--- src/rtl/aging_pkg.sv ---
package aging_pkg;

  localparam int AGE_W  = 2;
  localparam int META_W = AGE_W + 2;

  typedef enum logic [1:0] {
    W_IDLE,
    W_READ,
    W_LATCH,
    W_WRITE
  } walk_state_e;

  typedef struct packed {
    logic             valid;
    logic             pinned;
    logic [AGE_W-1:0] age;
  } entry_meta_t;

  // Programmed period in units; zero is promoted to one.
  function automatic int unsigned period_limit(input int unsigned field);
    return (field == 0) ? 1 : field;
  endfunction

  // Only live, non-static entries are rewritten.
  function automatic logic meta_needs_update(input entry_meta_t m);
    return m.valid && !m.pinned;
  endfunction

  // One aging step: count the age down, or drop the entry at zero.
  function automatic entry_meta_t meta_aged(input entry_meta_t m);
    entry_meta_t r;
    r = m;
    if (m.age != '0) r.age = m.age - 1'b1;
    else             r.valid = 1'b0;
    return r;
  endfunction

endpackage

--- src/rtl/aging_period_timer.sv ---
module aging_period_timer
  import aging_pkg::*;
#(
  parameter int TIME_W = 12
) (
  input  logic              clk,
  input  logic              rst_n,
  input  logic [TIME_W-1:0] age_time,
  input  logic              test_mode,
  input  logic              sec_tick,
  input  logic              ms_tick,
  output logic              period_done
);

  logic [TIME_W-1:0] cnt_q;
  logic [TIME_W-1:0] lim;
  logic [TIME_W:0]   next_cnt;
  logic              tick_sel;

  assign tick_sel    = test_mode ? ms_tick : sec_tick;
  assign lim         = TIME_W'(period_limit(32'(age_time)));
  assign next_cnt    = {1'b0, cnt_q} + 1'b1;
  assign period_done = tick_sel && (next_cnt >= {1'b0, lim});

  always_ff @(posedge clk or negedge rst_n) begin
    if (!rst_n)        cnt_q <= '0;
    else if (tick_sel) cnt_q <= period_done ? '0 : next_cnt[TIME_W-1:0];
  end

endmodule

--- src/rtl/aging_start_ctrl.sv ---
module aging_start_ctrl (
  input  logic clk,
  input  logic rst_n,
  input  logic period_done,
  input  logic scan_busy,
  output logic scan_start,
  output logic pend_q
);

  logic want;

  assign want       = period_done || pend_q;
  assign scan_start = want && !scan_busy;

  always_ff @(posedge clk or negedge rst_n) begin
    if (!rst_n) pend_q <= 1'b0;
    else        pend_q <= want && scan_busy;
  end

endmodule

--- src/rtl/aging_table_walker.sv ---
module aging_table_walker
  import aging_pkg::*;
#(
  parameter int ENTRIES = 512,
  parameter int ENTRY_W = 59,
  parameter int ADDR_W  = 9
) (
  input  logic               clk,
  input  logic               rst_n,
  input  logic               scan_start,
  input  logic               tbl_gnt,
  input  logic [ENTRY_W-1:0] tbl_rdata,
  output logic               tbl_req,
  output logic               tbl_wr,
  output logic [ADDR_W-1:0]  tbl_addr,
  output logic [ENTRY_W-1:0] tbl_wdata,
  output logic               scan_busy,
  output logic               step_done,
  output logic               scan_end
);

  localparam int                PAY_W    = ENTRY_W - META_W;
  localparam logic [ADDR_W-1:0] LAST_IDX = ADDR_W'(ENTRIES - 1);

  walk_state_e        state_q, state_d;
  logic [ADDR_W-1:0]  idx_q;
  logic [ENTRY_W-1:0] wbuf_q;
  entry_meta_t        rd_meta;
  logic               rd_touch;

  assign rd_meta  = tbl_rdata[ENTRY_W-1 -: META_W];
  assign rd_touch = meta_needs_update(rd_meta);

  always_comb begin
    state_d   = state_q;
    step_done = 1'b0;
    unique case (state_q)
      W_IDLE:  if (scan_start) state_d = W_READ;
      W_READ:  if (tbl_gnt) state_d = W_LATCH;
      W_LATCH: if (rd_touch) state_d = W_WRITE;
               else step_done = 1'b1;
      W_WRITE: if (tbl_gnt) step_done = 1'b1;
      default: state_d = W_IDLE;
    endcase
    scan_end = step_done && (idx_q == LAST_IDX);
    if (step_done) state_d = scan_end ? W_IDLE : W_READ;
  end

  always_ff @(posedge clk or negedge rst_n) begin
    if (!rst_n) begin
      state_q <= W_IDLE;
      idx_q   <= '0;
      wbuf_q  <= '0;
    end else begin
      state_q <= state_d;
      if (state_q == W_IDLE && scan_start) idx_q <= '0;
      else if (step_done && !scan_end)     idx_q <= idx_q + 1'b1;
      if (state_q == W_LATCH && rd_touch)
        wbuf_q <= {meta_aged(rd_meta), tbl_rdata[PAY_W-1:0]};
    end
  end

  assign tbl_req   = (state_q == W_READ) || (state_q == W_WRITE);
  assign tbl_wr    = (state_q == W_WRITE);
  assign tbl_addr  = idx_q;
  assign tbl_wdata = wbuf_q;
  assign scan_busy = (state_q != W_IDLE);

endmodule

--- src/rtl/aging_scanner.sv ---
module aging_scanner
  import aging_pkg::*;
#(
  parameter  int ENTRIES = 512,
  parameter  int ENTRY_W = 59,
  parameter  int TIME_W  = 12,
  localparam int ADDR_W  = (ENTRIES > 1) ? $clog2(ENTRIES) : 1
) (
  input  logic               clk,
  input  logic               rst_n,
  input  logic [TIME_W-1:0]  age_time,
  input  logic               test_mode,
  input  logic               sec_tick,
  input  logic               ms_tick,
  input  logic               tbl_gnt,
  input  logic [ENTRY_W-1:0] tbl_rdata,
  output logic               tbl_req,
  output logic               tbl_wr,
  output logic [ADDR_W-1:0]  tbl_addr,
  output logic [ENTRY_W-1:0] tbl_wdata,
  output logic               scan_busy
);

  // Internal events, named for the checker.
  logic period_done;
  logic scan_start;
  logic pend_q;
  logic step_done;
  logic scan_end;

  aging_period_timer #(.TIME_W(TIME_W)) u_timer (
    .clk         (clk),
    .rst_n       (rst_n),
    .age_time    (age_time),
    .test_mode   (test_mode),
    .sec_tick    (sec_tick),
    .ms_tick     (ms_tick),
    .period_done (period_done)
  );

  aging_start_ctrl u_start (
    .clk         (clk),
    .rst_n       (rst_n),
    .period_done (period_done),
    .scan_busy   (scan_busy),
    .scan_start  (scan_start),
    .pend_q      (pend_q)
  );

  aging_table_walker #(
    .ENTRIES (ENTRIES),
    .ENTRY_W (ENTRY_W),
    .ADDR_W  (ADDR_W)
  ) u_walk (
    .clk        (clk),
    .rst_n      (rst_n),
    .scan_start (scan_start),
    .tbl_gnt    (tbl_gnt),
    .tbl_rdata  (tbl_rdata),
    .tbl_req    (tbl_req),
    .tbl_wr     (tbl_wr),
    .tbl_addr   (tbl_addr),
    .tbl_wdata  (tbl_wdata),
    .scan_busy  (scan_busy),
    .step_done  (step_done),
    .scan_end   (scan_end)
  );

endmodule

--- config.mk ---
export PLATFORM = sky130hd
export DESIGN_NAME = aging_scanner
export DESIGN_NICKNAME = d
export VERILOG_FILES = /design/src/rtl/aging_pkg.sv /design/src/rtl/aging_period_timer.sv /design/src/rtl/aging_start_ctrl.sv /design/src/rtl/aging_table_walker.sv /design/src/rtl/aging_scanner.sv
export SDC_FILE = /design/constraint.sdc
export NUM_CORES = 1
export LEC_CHECK = 0
export CAP_MARGIN = 20
export CORE_MARGIN = 1
export CORE_UTILIZATION = 45
export DETAILED_ROUTE_END_ITERATION = 7
export GPL_ROUTABILITY_DRIVEN = 0
export PLACE_DENSITY_LB_ADDON = 0.15
export SYNTH_ARGS = -nofsm -noshare
export SYNTH_HDL_FRONTEND = slang
export SYNTH_SLANG_ARGS = --single-unit
--- constraint.sdc ---
create_clock -name clk -period 4.95 [get_ports clk]
set_clock_uncertainty 0.1 [all_clocks]
set_input_delay 0.495 -clock clk [delete_from_list [all_inputs] [get_ports clk]]
set_output_delay 0.495 -clock clk [all_outputs]
set_load 0.03 [all_outputs]
==> summary.md <==
| Metric | Value |
|---|---|
| Status | `finished, final reports clean` |
| H-Tree Depth | `3` |
| M1 GR Usage | `24.35%` |
| M2 GR Usage | `around a third` |
| Average wire per standard cell | `15.32 um` |
| First-pass GRT wire length | `13910 um` |
| Hold Path Class | `register to register` |
| Cells after Synth | `about 330` |
| Die Area | `9242 sq um` |
| Post-synthesis sequential area ratio | `roughly 52%` |
| Synth-to-Final Area Change | `45.81%` |
| Worst EP required | `a little over 5000 ps` |
| Vias in the first global route | `2965` |
| Worst path max stage delay | `between 400 and 500 ps` |
| Gr usage total | `20.01%` |
| Finished Layout Cells | `597` |
| Global route overflow | `0` |
| Worst-Skew Late Latency | `340 ps` |
| M3 GR Usage | `4.423%` |
| Most Used Layer, Global Route | `met2` |
| Routed vias | `3121` |
| Max_slew headroom | `44.70%` |
| Syn Area/Cell | `11.94 sq um` |
| Synthesized cell area | `3988 sq um` |
| PwrDens | `563.7 nW/um^2` |
| Initial antenna violation count | `0` |
| Number of flops mapped to enable cells by yosys | `0` |
| Total core area | `between 8000 and 9000 sq um` |
| Crit share post-route | `65.69%` |
| Antenna viol nets, final | `0` |
| Chip Height | `~96 um` |
| Max-Cap Viols | `0` |
| Ports | `roughly 150` |
| Post-route cell area | `5814 sq um` |
| Hold Vio Cnt, Final | `0` |
| Count of cell types in the netlist | `49` |
| Area contributors post-synth | `dfrtp_1 (52%), mux2_2 (16%), ha_1 (6.0%)` |
| Cell Area, Placed | `5568 sq um` |
| Syn_nets | `430` |
| Deepest clock path buffer count | `2` |
| Worst path slowest cell | `or3_1` |
| P_leak | `approximately 2.6 nW` |
| Main synth FF type | `dfrtp_1` |
| Yosys top cell by area | `dfrtp_1` |
| Final slew viol count | `0` |
| # port buffers | `about 150` |
| Post-layout util | `69.37%` |
| Unrepaired setup endpoints after global routing | `false` |
| Crit path max-delay family | `simple AND/OR/NAND/NOR gates` |
| Dpl hpwl | `6931 um` |
| Routed WL | `about 9100 um` |
| Initial Utilization | `47.57%` |
| Clock transition at path regs | `80 ps` |
| # diodes | `0` |
| CTS tree | `done` |
| Post-cts resize count | `0` |
| Cell Rows | `33` |
| Flops & latches, synth | `83` |
| Vias/cell | `5.228` |
| Worst slew pin tran | `827.0 ps` |
| CP most frequent cell | `and3_1` |
| Largest net degree at the start of global routing | `84` |
| Yosys warnings | `0` |
| Setup TNS | `0 ps` |
| Hold Buf Count CTS | `0` |
| Critical Path End Type | `register` |
| Critical path class | `register to register` |
| Async SR Flop Fraction | `100.0%` |
| Initial DRC Count | `between 60 and 70` |
| Share of cells above drive strength 1 | `between 15 and 20%` |
| TritonRoute pass-1 iters | `5` |
| Detailed-route DRC error count | `0` |
| Die width | `96.14 um` |
| VDD IR-drop max | `just over 0.0003 V` |
| Post-Place Cells | `around 580` |
| Post-CTS setup buffer count | `0` |
| Post-synth top cells | `dfrtp_1 (83), mux2_2 (56), nand2_1 (24)` |
| Crit path cell chain | `and3_1 > and3_1 > and3_1 > nand3_1 > xnor2_1 > ha_1 > a21o_1 > a21oi_1 > o21ai_2 > or3_1 > nor2_2 > a22o_1` |
| CP bufs+invs | `0` |
| Crit path DAT | `3430 ps` |
| Post-synth top area share | `52.09%` |
| Crit path time final | `3251 ps` |
| CP Max Fanout | `7` |
| Final setup vio count | `0` |
| Achievable Freq | `0.3076 GHz` |
| Root Driver | `clkbuf_8` |
| Startpoint types | `register` |
| NumNets Final | `about 600` |
| Count leader, synth | `dfrtp_1` |
| Total CTS buffers | `9` |
| Total clock sinks | `83` |
-- cell usage in the layout, fill, tap and decap left out, types with 2 or more instances in the layout --
| cell | instances |
|---|---|
| o21ai_0 | 12 |
| inv_1 | 16 |
| nor3_1 | 4 |
| buf_4 | 3 |
| clkbuf_8 | 10 |
| nor4_1 | 2 |
| nand4_1 | 3 |
| o31ai_1 | 3 |
| dfrtp_1 | 83 |
| nand2b_1 | 4 |
| nor2_2 | 2 |
| clkinvlp_4 | 2 |
| nor2_1 | 11 |
| o21ai_1 | 3 |
| a21oi_1 | 10 |
| inv_6 | 2 |
| a22o_1 | 7 |
| a21o_1 | 5 |
| mux2_2 | 56 |
| nand2_1 | 24 |
| and3_1 | 6 |
| xor2_1 | 5 |
| ha_1 | 19 |
| clkdlybuf4s50_1 | 146 |
| xnor2_1 | 9 |
| or4_1 | 3 |
| nand3_1 | 13 |
-- final cells by class --
cell class | instances | area, sq um
clock buffers | 10 | 137.6
clock inverters | 6 | 71.32
fillers | 642 | 2567
inverters | 16 | 60.06
multi-input cells | 226 | 1815
flip-flops and latches | 83 | 2077
well taps | 105 | 131.4
repair buffers | 151 | 1521
-- worst reg2reg max path: cells and delay by family, from the launching register on --
kind	cells	cell delay, ps
AND/OR/NAND/NOR	6	1610
flip-flops	1	450
AO/OA/AOI/OAI	4	650
adder cells (fa/ha/maj)	1	210
XOR/XNOR	1	180
-- through the flow --
step,setup slack [ps],hold WS [ps],power [W]
detailed placement,1711,373.0,0.002799
CTS,1703,256.7,0.003306
global route,1494,422.1,0.003457
finish,1699,382.9,0.003278
floorplan,1948,99.41,0.002074
global placement,1806,364.9,0.002752
-- kinds of logic (layout without fill, tap and decap cells) --
| kind of cell | count (synthesis) | after routing | synth area share, % |
|---|---|---|---|
| fa+ha+maj | 19 | 19 | 5.962 |
| compound gates | 53 | 53 | 9.320 |
| simple gates | 83 | 83 | 11.11 |
| xor+xnor | 14 | 14 | 3.075 |
| mux | 57 | 57 | 16.07 |
| buf+inv | 25 | 183 | 2.385 |
| flops | 83 | 83 | 52.09 |
-- worst paths after layout --
kind | end | startpoint | cells after the start | slack, ps
max | u_timer.cnt_q[6] | u_timer.cnt_q[2] | 12 | 1700
min | u_walk.tbl_wdata[56] | u_walk.tbl_wdata[56] | 2 | 380
max reg2reg | u_timer.cnt_q[6] | u_timer.cnt_q[2] | 12 | 1700
min reg2reg | u_walk.tbl_wdata[56] | u_walk.tbl_wdata[56] | 2 | 380
max in group asynchronous | u_walk.state_q[0] | rst_n | 3 | 3730
min in group asynchronous | u_walk.tbl_addr[4] | rst_n | 2 | 420
-- layer usage --
layer | part of all wire [%] | vias to the layer above
li1 | - | 1502
met1 | 41 | 1474
met2 | 49 | 131
met3 | 7.5 | 14
met4 | 2.5 | 0
met5 | 0 | -
-- sequential cells by signal, summed over array words and instances, names as in the netlist --
signal	cells
u_walk.tbl_wdata	59
u_start.pend_q	1
u_timer.cnt_q	12
u_walk.state_q	2
u_walk.tbl_addr	9
-- where the power goes --
| part | leakage, nW | total [W] | internal, W | switching (W) |
|---|---|---|---|---|
| Combinational | 1.45 | 0.00167 | 0.000768 | 0.000903 |
| Clock | 0.0995 | 0.000502 | 0.000251 | 0.000251 |
| Sequential | 1.05 | 0.00110 | 0.000945 | 0.000159 |
| Total | 2.59 | 0.00328 | 0.00196 | 0.00131 |
Power figures use the tool's default switching activity.
